==> config.mk <==
export PLATFORM = sky130hd
export DESIGN_NAME = blt_engine
export DESIGN_NICKNAME = d
export VERILOG_FILES = /design/src/rtl/blt_pkg.sv /design/src/rtl/blt_rop_alu.sv /design/src/rtl/blt_lane.sv /design/src/rtl/blt_walker.sv /design/src/rtl/blt_engine.sv
export SDC_FILE = /design/constraint.sdc
export NUM_CORES = 2
export LEC_CHECK = 0
export BUFFER_PORTS_ARGS = -buffer_cell sky130_fd_sc_hd__buf_4
export CAP_MARGIN = 15
export CORE_ASPECT_RATIO = 0.6
export CORE_MARGIN = 8
export CORE_UTILIZATION = 30
export DETAILED_ROUTE_END_ITERATION = 10
export PLACE_DENSITY = 0.52
export SLEW_MARGIN = 5
export SYNTH_ARGS = -nofsm -noshare
export SYNTH_HDL_FRONTEND = slang
export SYNTH_SLANG_ARGS = --single-unit
==> constraint.sdc <==
create_clock -name clk -period 20.6 [get_ports clk]
set_input_delay 3.09 -clock clk [delete_from_list [all_inputs] [get_ports clk]]
set_output_delay 3.09 -clock clk [all_outputs]
set_load 0.05 [all_outputs]
==> src/rtl/blt_pkg.sv <==
// Shared types and helpers for the raster-op blit engine.
// Assumes an 8-bit raster code indexed as {P,S,D}.
package blt_pkg;

    typedef enum logic [2:0] {
        ST_IDLE,
        ST_SRD,
        ST_DRD,
        ST_WR,
        ST_DONE
    } blt_state_e;

    localparam logic [1:0] DEPTH_1B = 2'd0;
    localparam logic [1:0] DEPTH_2B = 2'd1;
    localparam logic [1:0] DEPTH_4B = 2'd2;

    // True when flipping the S index bit changes some entry of the table.
    function automatic logic rop_uses_src(input logic [7:0] code);
        return (code & 8'h33) != ((code >> 2) & 8'h33);
    endfunction

    // True when flipping the D index bit changes some entry of the table.
    function automatic logic rop_uses_dst(input logic [7:0] code);
        return (code & 8'h55) != ((code >> 1) & 8'h55);
    endfunction

    // First memory phase of a pixel for a given raster code.
    function automatic blt_state_e first_phase(input logic [7:0] code);
        if (rop_uses_src(code))
            return ST_SRD;
        else if (rop_uses_dst(code))
            return ST_DRD;
        else
            return ST_WR;
    endfunction

endpackage

==> src/rtl/blt_rop_alu.sv <==
// Bitwise raster-operation unit: every output bit looks up the 8-bit
// truth table with its own {P,S,D} bit triple. Purely combinational.
module blt_rop_alu #(
    parameter int DW = 32
) (
    input  logic [7:0]    code,
    input  logic [DW-1:0] pat,
    input  logic [DW-1:0] src,
    input  logic [DW-1:0] dst,
    output logic [DW-1:0] res
);
    // One truth-table lookup per bit position.
    for (genvar i = 0; i < DW; i++) begin : g_bit
        assign res[i] = code[{pat[i], src[i], dst[i]}];
    end
endmodule

==> src/rtl/blt_lane.sv <==
// Lane aligner: extracts the source pixel from its word lane, moves it and
// the fill colour to the destination lane, and forms the byte strobes.
// Assumes pixels are naturally aligned so one never crosses a word.
module blt_lane
    import blt_pkg::*;
#(
    parameter int DW = 32,
    localparam int NB = DW / 8,
    localparam int LW = $clog2(NB)
) (
    input  logic [1:0]    depth,
    input  logic [LW-1:0] s_lane,
    input  logic [LW-1:0] d_lane,
    input  logic [DW-1:0] s_word,
    input  logic [DW-1:0] fill,
    input  logic          alpha_en,
    input  logic          rgb_en,
    output logic [DW-1:0] s_al,
    output logic [DW-1:0] p_al,
    output logic [NB-1:0] strb
);
    logic [DW-1:0] pix_mask;
    logic [DW-1:0] s_pix;

    // Pixel-width mask, operand alignment and strobe generation.
    always_comb begin
        case (depth)
            DEPTH_1B: pix_mask = DW'(8'hFF);
            DEPTH_2B: pix_mask = DW'(16'hFFFF);
            default:  pix_mask = '1;
        endcase
        s_pix = (s_word >> {s_lane, 3'b000}) & pix_mask;
        s_al  = s_pix << {d_lane, 3'b000};
        p_al  = (fill & pix_mask) << {d_lane, 3'b000};
        case (depth)
            DEPTH_1B: strb = NB'(1) << d_lane;
            DEPTH_2B: strb = NB'(3) << d_lane;
            default:  strb = {alpha_en, {(NB-1){rgb_en}}};
        endcase
    end
endmodule

==> src/rtl/blt_walker.sv <==
// Rectangle walker: computes the first source and destination byte
// addresses once at load, then steps them incrementally, pixel by pixel
// and row by row. Assumes AW <= 2*CW and width/height nonzero at load.
module blt_walker #(
    parameter int AW = 16,
    parameter int CW = 16,
    localparam int PW = 2 * CW
) (
    input  logic          clk,
    input  logic          rst_n,
    input  logic          load,
    input  logic          step,
    input  logic [AW-1:0] d_base,
    input  logic [CW-1:0] d_pitch,
    input  logic [CW-1:0] d_x,
    input  logic [CW-1:0] d_y,
    input  logic [AW-1:0] s_base,
    input  logic [CW-1:0] s_pitch,
    input  logic [CW-1:0] s_x,
    input  logic [CW-1:0] s_y,
    input  logic [CW-1:0] width,
    input  logic [CW-1:0] height,
    input  logic [1:0]    depth,
    output logic [AW-1:0] d_addr,
    output logic [AW-1:0] s_addr,
    output logic          last
);
    // Signed pitch with the two low bits forced to zero.
    function automatic logic signed [PW-1:0] pitch_ext(input logic [CW-1:0] p);
        return {{CW{p[CW-1]}}, p[CW-1:2], 2'b00};
    endfunction

    logic signed [PW-1:0] d_off, s_off;
    logic [AW-1:0] d_row, s_row, d_cur, s_cur, d_step, s_step, pix_bytes;
    logic [CW-1:0] width_q, col_left, row_left;
    logic [1:0]    depth_q;

    // Start offsets: one multiply per command, taken only at load.
    assign d_off = $signed(d_y) * pitch_ext(d_pitch) + (PW'($signed(d_x)) <<< depth);
    assign s_off = $signed(s_y) * pitch_ext(s_pitch) + (PW'($signed(s_x)) <<< depth);

    assign pix_bytes = AW'(1) << depth_q;

    // Address and counter state: load a command, then advance one pixel per step.
    always_ff @(posedge clk) begin
        if (!rst_n) begin
            d_row    <= '0;
            s_row    <= '0;
            d_cur    <= '0;
            s_cur    <= '0;
            d_step   <= '0;
            s_step   <= '0;
            width_q  <= '0;
            col_left <= '0;
            row_left <= '0;
            depth_q  <= '0;
        end else if (load) begin
            d_row    <= d_base + AW'(d_off);
            d_cur    <= d_base + AW'(d_off);
            s_row    <= s_base + AW'(s_off);
            s_cur    <= s_base + AW'(s_off);
            d_step   <= AW'(pitch_ext(d_pitch));
            s_step   <= AW'(pitch_ext(s_pitch));
            width_q  <= width;
            col_left <= width;
            row_left <= height;
            depth_q  <= depth;
        end else if (step) begin
            if (col_left == CW'(1)) begin
                d_row    <= d_row + d_step;
                d_cur    <= d_row + d_step;
                s_row    <= s_row + s_step;
                s_cur    <= s_row + s_step;
                col_left <= width_q;
                row_left <= row_left - CW'(1);
            end else begin
                d_cur    <= d_cur + pix_bytes;
                s_cur    <= s_cur + pix_bytes;
                col_left <= col_left - CW'(1);
            end
        end
    end

    assign d_addr = d_cur;
    assign s_addr = s_cur;
    assign last   = (col_left == CW'(1)) && (row_left == CW'(1));

    AST_STEP_LIVE: assert property (@(posedge clk) disable iff (!rst_n)
        step |-> (col_left != '0 && row_left != '0));

endmodule

==> src/rtl/blt_engine.sv <==
// Top of the raster-op blit engine. Accepts a command while not busy,
// then per pixel optionally reads source, optionally reads destination,
// and writes the combined result through a single-beat memory port.
// Assumes bases are aligned to the pixel size so no pixel spans words.
module blt_engine
    import blt_pkg::*;
#(
    parameter int AW = 16,
    parameter int CW = 16,
    parameter int DW = 32,
    localparam int NB = DW / 8,
    localparam int LW = $clog2(NB)
) (
    input  logic          clk,
    input  logic          rst_n,
    input  logic          start,
    input  logic [AW-1:0] dst_base,
    input  logic [CW-1:0] dst_pitch,
    input  logic [CW-1:0] dst_x1,
    input  logic [CW-1:0] dst_y1,
    input  logic [CW-1:0] dst_x2,
    input  logic [CW-1:0] dst_y2,
    input  logic [AW-1:0] src_base,
    input  logic [CW-1:0] src_pitch,
    input  logic [CW-1:0] src_x,
    input  logic [CW-1:0] src_y,
    input  logic [7:0]    rop,
    input  logic [1:0]    depth,
    input  logic [DW-1:0] fill_color,
    input  logic          alpha_en,
    input  logic          rgb_en,
    output logic          busy,
    output logic          done,
    output logic          mem_req,
    output logic          mem_we,
    output logic [AW-LW-1:0] mem_addr,
    output logic [DW-1:0] mem_wdata,
    output logic [NB-1:0] mem_wstrb,
    input  logic          mem_ack,
    input  logic [DW-1:0] mem_rdata
);
    blt_state_e    st;
    logic [7:0]    rop_q;
    logic [1:0]    depth_q;
    logic [DW-1:0] fill_q, s_word_q, d_word_q;
    logic          alpha_q, rgb_q;

    logic          accept, cmd_void, last;
    logic [CW-1:0] rect_w, rect_h;
    logic [AW-1:0] d_addr, s_addr;
    logic [DW-1:0] s_al, p_al;

    // Command decode from the ports, valid in the accepting cycle.
    assign rect_w   = dst_x2 - dst_x1;
    assign rect_h   = dst_y2 - dst_y1;
    assign cmd_void = ($signed(dst_x2) <= $signed(dst_x1)) ||
                      ($signed(dst_y2) <= $signed(dst_y1)) ||
                      (depth == 2'd3);
    assign accept   = start && (st == ST_IDLE || st == ST_DONE);

    // Sequencer: per-pixel read/read/write phases and command latching.
    always_ff @(posedge clk) begin
        if (!rst_n) begin
            st       <= ST_IDLE;
            rop_q    <= '0;
            depth_q  <= '0;
            fill_q   <= '0;
            alpha_q  <= 1'b0;
            rgb_q    <= 1'b0;
            s_word_q <= '0;
            d_word_q <= '0;
        end else begin
            unique case (st)
                ST_IDLE, ST_DONE: begin
                    if (accept) begin
                        rop_q   <= rop;
                        depth_q <= depth;
                        fill_q  <= fill_color;
                        alpha_q <= alpha_en;
                        rgb_q   <= rgb_en;
                        st      <= cmd_void ? ST_DONE : first_phase(rop);
                    end else begin
                        st <= ST_IDLE;
                    end
                end
                ST_SRD: if (mem_ack) begin
                    s_word_q <= mem_rdata;
                    st       <= rop_uses_dst(rop_q) ? ST_DRD : ST_WR;
                end
                ST_DRD: if (mem_ack) begin
                    d_word_q <= mem_rdata;
                    st       <= ST_WR;
                end
                ST_WR: if (mem_ack) begin
                    st <= last ? ST_DONE : first_phase(rop_q);
                end
                default: st <= ST_IDLE;
            endcase
        end
    end

    blt_walker #(.AW(AW), .CW(CW)) u_walk (
        .clk     (clk),
        .rst_n   (rst_n),
        .load    (accept && !cmd_void),
        .step    (st == ST_WR && mem_ack),
        .d_base  (dst_base),
        .d_pitch (dst_pitch),
        .d_x     (dst_x1),
        .d_y     (dst_y1),
        .s_base  (src_base),
        .s_pitch (src_pitch),
        .s_x     (src_x),
        .s_y     (src_y),
        .width   (rect_w),
        .height  (rect_h),
        .depth   (depth),
        .d_addr  (d_addr),
        .s_addr  (s_addr),
        .last    (last)
    );

    blt_lane #(.DW(DW)) u_lane (
        .depth    (depth_q),
        .s_lane   (s_addr[LW-1:0]),
        .d_lane   (d_addr[LW-1:0]),
        .s_word   (s_word_q),
        .fill     (fill_q),
        .alpha_en (alpha_q),
        .rgb_en   (rgb_q),
        .s_al     (s_al),
        .p_al     (p_al),
        .strb     (mem_wstrb)
    );

    blt_rop_alu #(.DW(DW)) u_alu (
        .code (rop_q),
        .pat  (p_al),
        .src  (s_al),
        .dst  (d_word_q),
        .res  (mem_wdata)
    );

    // Port outputs decoded from the sequencer state.
    assign busy     = (st == ST_SRD) || (st == ST_DRD) || (st == ST_WR);
    assign done     = (st == ST_DONE);
    assign mem_req  = busy;
    assign mem_we   = (st == ST_WR);
    assign mem_addr = (st == ST_SRD) ? s_addr[AW-1:LW] : d_addr[AW-1:LW];

    AST_REQ_HOLD: assert property (@(posedge clk) disable iff (!rst_n)
        mem_req && !mem_ack |=> mem_req && $stable(mem_addr) && $stable(mem_we));
    AST_START_TAKES: assert property (@(posedge clk) disable iff (!rst_n)
        start && !busy && !cmd_void |=> busy);
    AST_DONE_ENDS_BUSY: assert property (@(posedge clk) disable iff (!rst_n)
        $fell(busy) |-> done);
    AST_BYTE_STRB: assert property (@(posedge clk) disable iff (!rst_n)
        mem_req && mem_we && depth_q == DEPTH_1B |-> $countones(mem_wstrb) == 1);

endmodule

==> flow_metrics.env <==
export IMPL_status="completed"
export IMPL_start_util_pct=30.4
export IMPL_leakage_nw=12.7
export IMPL_seqPwrFrac_pct=16.2
export IMPL_first_iter_violations=2337
export IMPL_slew_viol_final=0
export IMPL_p_per_area_nw_per_um2=122
export IMPL_postSynthAreaPerCell_um2=7.92
export IMPL_viasPerCell=5.12
export IMPL_required_ps=21060
export IMPL_worstPathArrival_ps=10170
export IMPL_relSlewSlack_pct=23.0
export IMPL_drt_pass1_iterations=5
export IMPL_cts_setup_buffers=0
export IMPL_postRouteAntennaNets=0
export IMPL_grt_pass1_vias=22625
export IMPL_yosysUniqueCellTypes=80
export IMPL_cts_tree="yes"
export IMPL_clkSinkCount=253
export IMPL_coreArea_um2=85800
export IMPL_cp_slowest_stage_delay_ps=540
export IMPL_antenna_found_initial=7
export IMPL_ctsHoldBuffers=0
export IMPL_rsz0062_at_grt="no"
export IMPL_nets=4023
export IMPL_hpwlAfterDp_um=71100
export IMPL_ctsResizeCount=0
export IMPL_max_freq_mhz=103
export IMPL_design_area_um2=30200
export IMPL_hold_viol_final=0
export IMPL_clockRootBuffer="clkbuf_16"
export IMPL_crit_slowest_cell="fa_1"
export IMPL_crit_top_cell="fa_1"
export IMPL_drc=0
export IMPL_clkPwrFrac_pct=15.2
export IMPL_clockBufferDepth=3
export IMPL_fin_crit_ps=9700
export IMPL_hp_class="reg -> reg"
export IMPL_layout_drive_gt1_share_pct=15.3
export IMPL_tightest_slew_ps=1150
export IMPL_io_buffers=287
export IMPL_swShare_pct=47.6
export IMPL_placed_area_um2=29100
export IMPL_area_delta_synth_final_pct=15.7
export IMPL_num_vias=23560
export IMPL_place_gp_congestion=0.881
export IMPL_switchingPower_mw=1.75
export IMPL_core_rowCount=83
export IMPL_rrSetupSlack_ps=16680
export IMPL_die_area_um2=96900
export IMPL_die_h_um=244
export IMPL_ios=294
export IMPL_cp_end_kind="register"
export IMPL_grt_usage_pct=18.5
export IMPL_maxCapViolations=0
export IMPL_yosys_register_bits=253
export IMPL_die_w_um=396
export IMPL_ys_seq_area_share_pct=19.4
export IMPL_peakVddDrop_uv=161
export IMPL_skew_ps=20.0
export IMPL_postRouteWirelength_um=93400
export IMPL_worstPathMaxFanout=13
export IMPL_cts_buffers=29
export IMPL_total_power_mw=3.67
export IMPL_clk_latency_ps=590
export IMPL_power_internal_mw=1.92
export IMPL_finalSetupTns_ps=0
export IMPL_ys_async_sr_fraction_pct=0
export IMPL_clk_pin_slew_ps=60
export IMPL_synth_cells=3289
export IMPL_path_class="in -> reg"
export IMPL_ys_warnings_count=0
export IMPL_start_kind="primary input"
export IMPL_synth_flop_cell="dfxtp_1"
export IMPL_wl_per_cell_um=20.3
export IMPL_setup_viol=0
export IMPL_syn_num_nets=3879
export IMPL_grt_max_degree=76
export IMPL_synth_area_um2=26100
export IMPL_overflow=0
export IMPL_synth_edf_count=0
export IMPL_combPwrFrac_pct=68.5
export IMPL_grt_pass1_wl_um=142000
export IMPL_finalCritPeriodShare_pct=47.1
export IMPL_cts_max_level=1
## critical path, delay by kind of cell
family / cells / cell delay (ps)
AOI/OAI and AO/OA: 4 / 710
xor gates and xnor gates: 8 / 1650
adders and majority gates: 8 / 3800
buffers and inverters: 7 / 510
and+or+nand+nor: 2 / 410
## layout by cell type, fill, tap and decap left out, drive strengths merged, types with 34 or more instances in the layout
master  instances
nand2         529
a21oi         419
buf           318
inv           296
dfxtp         253
ha            204
nor2          186
and2          153
fa            146
xnor2         126
o21ai         123
mux4           78
xor2           52
mux2           42
clkbuf         37
nand3          36
o22ai          34
nor3           34
## flip-flops by register name, indices dropped and copies added, names as in the netlist, 16 cells and up
name,flops
d_word_q,32
fill_q,32
s_word_q,32
u_walk.col_left,16
u_walk.d_addr,16
u_walk.d_row,16
u_walk.row_left,16
u_walk.s_addr,16
u_walk.s_row,16
u_walk.width_q,16
## power by group through the flow
stage / clock (mW) / combinational [mW] / sequential (mW)
after floorplan: 0 / 1.83 / 0.582
after global placement: 0 / 2.48 / 0.604
after detailed placement: 0 / 2.49 / 0.604
after CTS: 0.575 / 2.52 / 0.594
after global routing: 0.595 / 2.79 / 0.602
final: 0.558 / 2.51 / 0.595
## metal layers
layer,wire [um],up-vias,GRT usage (%),part of all wire [%]
met3,7110,91,4.37,7.6
met4,1690,10,3.00,1.8
met1,46200,11291,27.9,49
met2,38300,703,26.8,41
li1,-,11465,-,-
met5,70,-,0,0.075
## final cells by class
class | instances | area [um2]
well taps | 1147 | 1440
flip-flops and latches | 253 | 5070
repair buffers | 318 | 2410
clock inverters | 16 | 210
clock buffers | 37 | 786
inverters | 293 | 1100
fillers | 9094 | 55600
multi-input cells | 2538 | 19100
diodes | 1 | 2.50
## cell usage after synthesis, drive strengths merged (24+ instances only)
| library cell | count | area (um2) |
|---|---|---|
| and2 | 153 | 957 |
| a31oi | 24 | 150 |
| xor2 | 52 | 455 |
| mux2 | 42 | 473 |
| and3 | 24 | 150 |
| o22ai | 34 | 213 |
| xnor2 | 126 | 1100 |
| a21oi | 419 | 2100 |
| mux4 | 78 | 1760 |
| buf | 39 | 169 |
| clkbuf | 166 | 626 |
| dfxtp | 253 | 5060 |
| nor2 | 186 | 713 |
| ha | 204 | 2550 |
| fa | 146 | 2920 |
| a211oi | 28 | 220 |
| nand3 | 36 | 198 |
| nand2 | 529 | 1990 |
| o21ai | 123 | 616 |
| a21o | 24 | 180 |
| nor2b | 32 | 200 |
| mux2i | 32 | 320 |
| nor3 | 34 | 190 |
| inv | 293 | 1100 |
## metrics by stage
stage,instances,hold slack (ps),utilization (%),setup slack [ps]
6_report,4603,452,35.1,10900
2_1_floorplan,3289,432,-,11180
3_3_place_gp,4548,439,34.0,10360
4_1_cts,4601,455,35.1,10880
3_5_place_dp,4548,445,34.0,10350
5_1_grt,4602,468,35.1,10470
## final timing paths
kind	start	to	cells past startpoint
max reg2reg	st[0]$_SDFFE_PN0P_	u_walk.d_addr[14]$_SDFFE_PN0P_	6
max	dst_pitch[4]	u_walk.d_row[15]$_SDFFE_PN0P_	29
min	s_word_q[10]$_SDFFE_PN0P_	s_word_q[10]$_SDFFE_PN0P_	2
min reg2reg	s_word_q[10]$_SDFFE_PN0P_	s_word_q[10]$_SDFFE_PN0P_	2
## logic make-up (layout without fill, tap and decap cells)
kind of cell,count (synthesis),in the layout,synth area share (%)
other cells,0,1,0
compound gates,779,779,17.4
flops,253,253,19.4
simple gates,1078,1078,19.0
buf+inv,498,664,7.27
mux,152,152,9.79
xor+xnor,179,179,6.07
fa+ha+maj,350,350,21.0
Power figures use the tool's default switching activity.
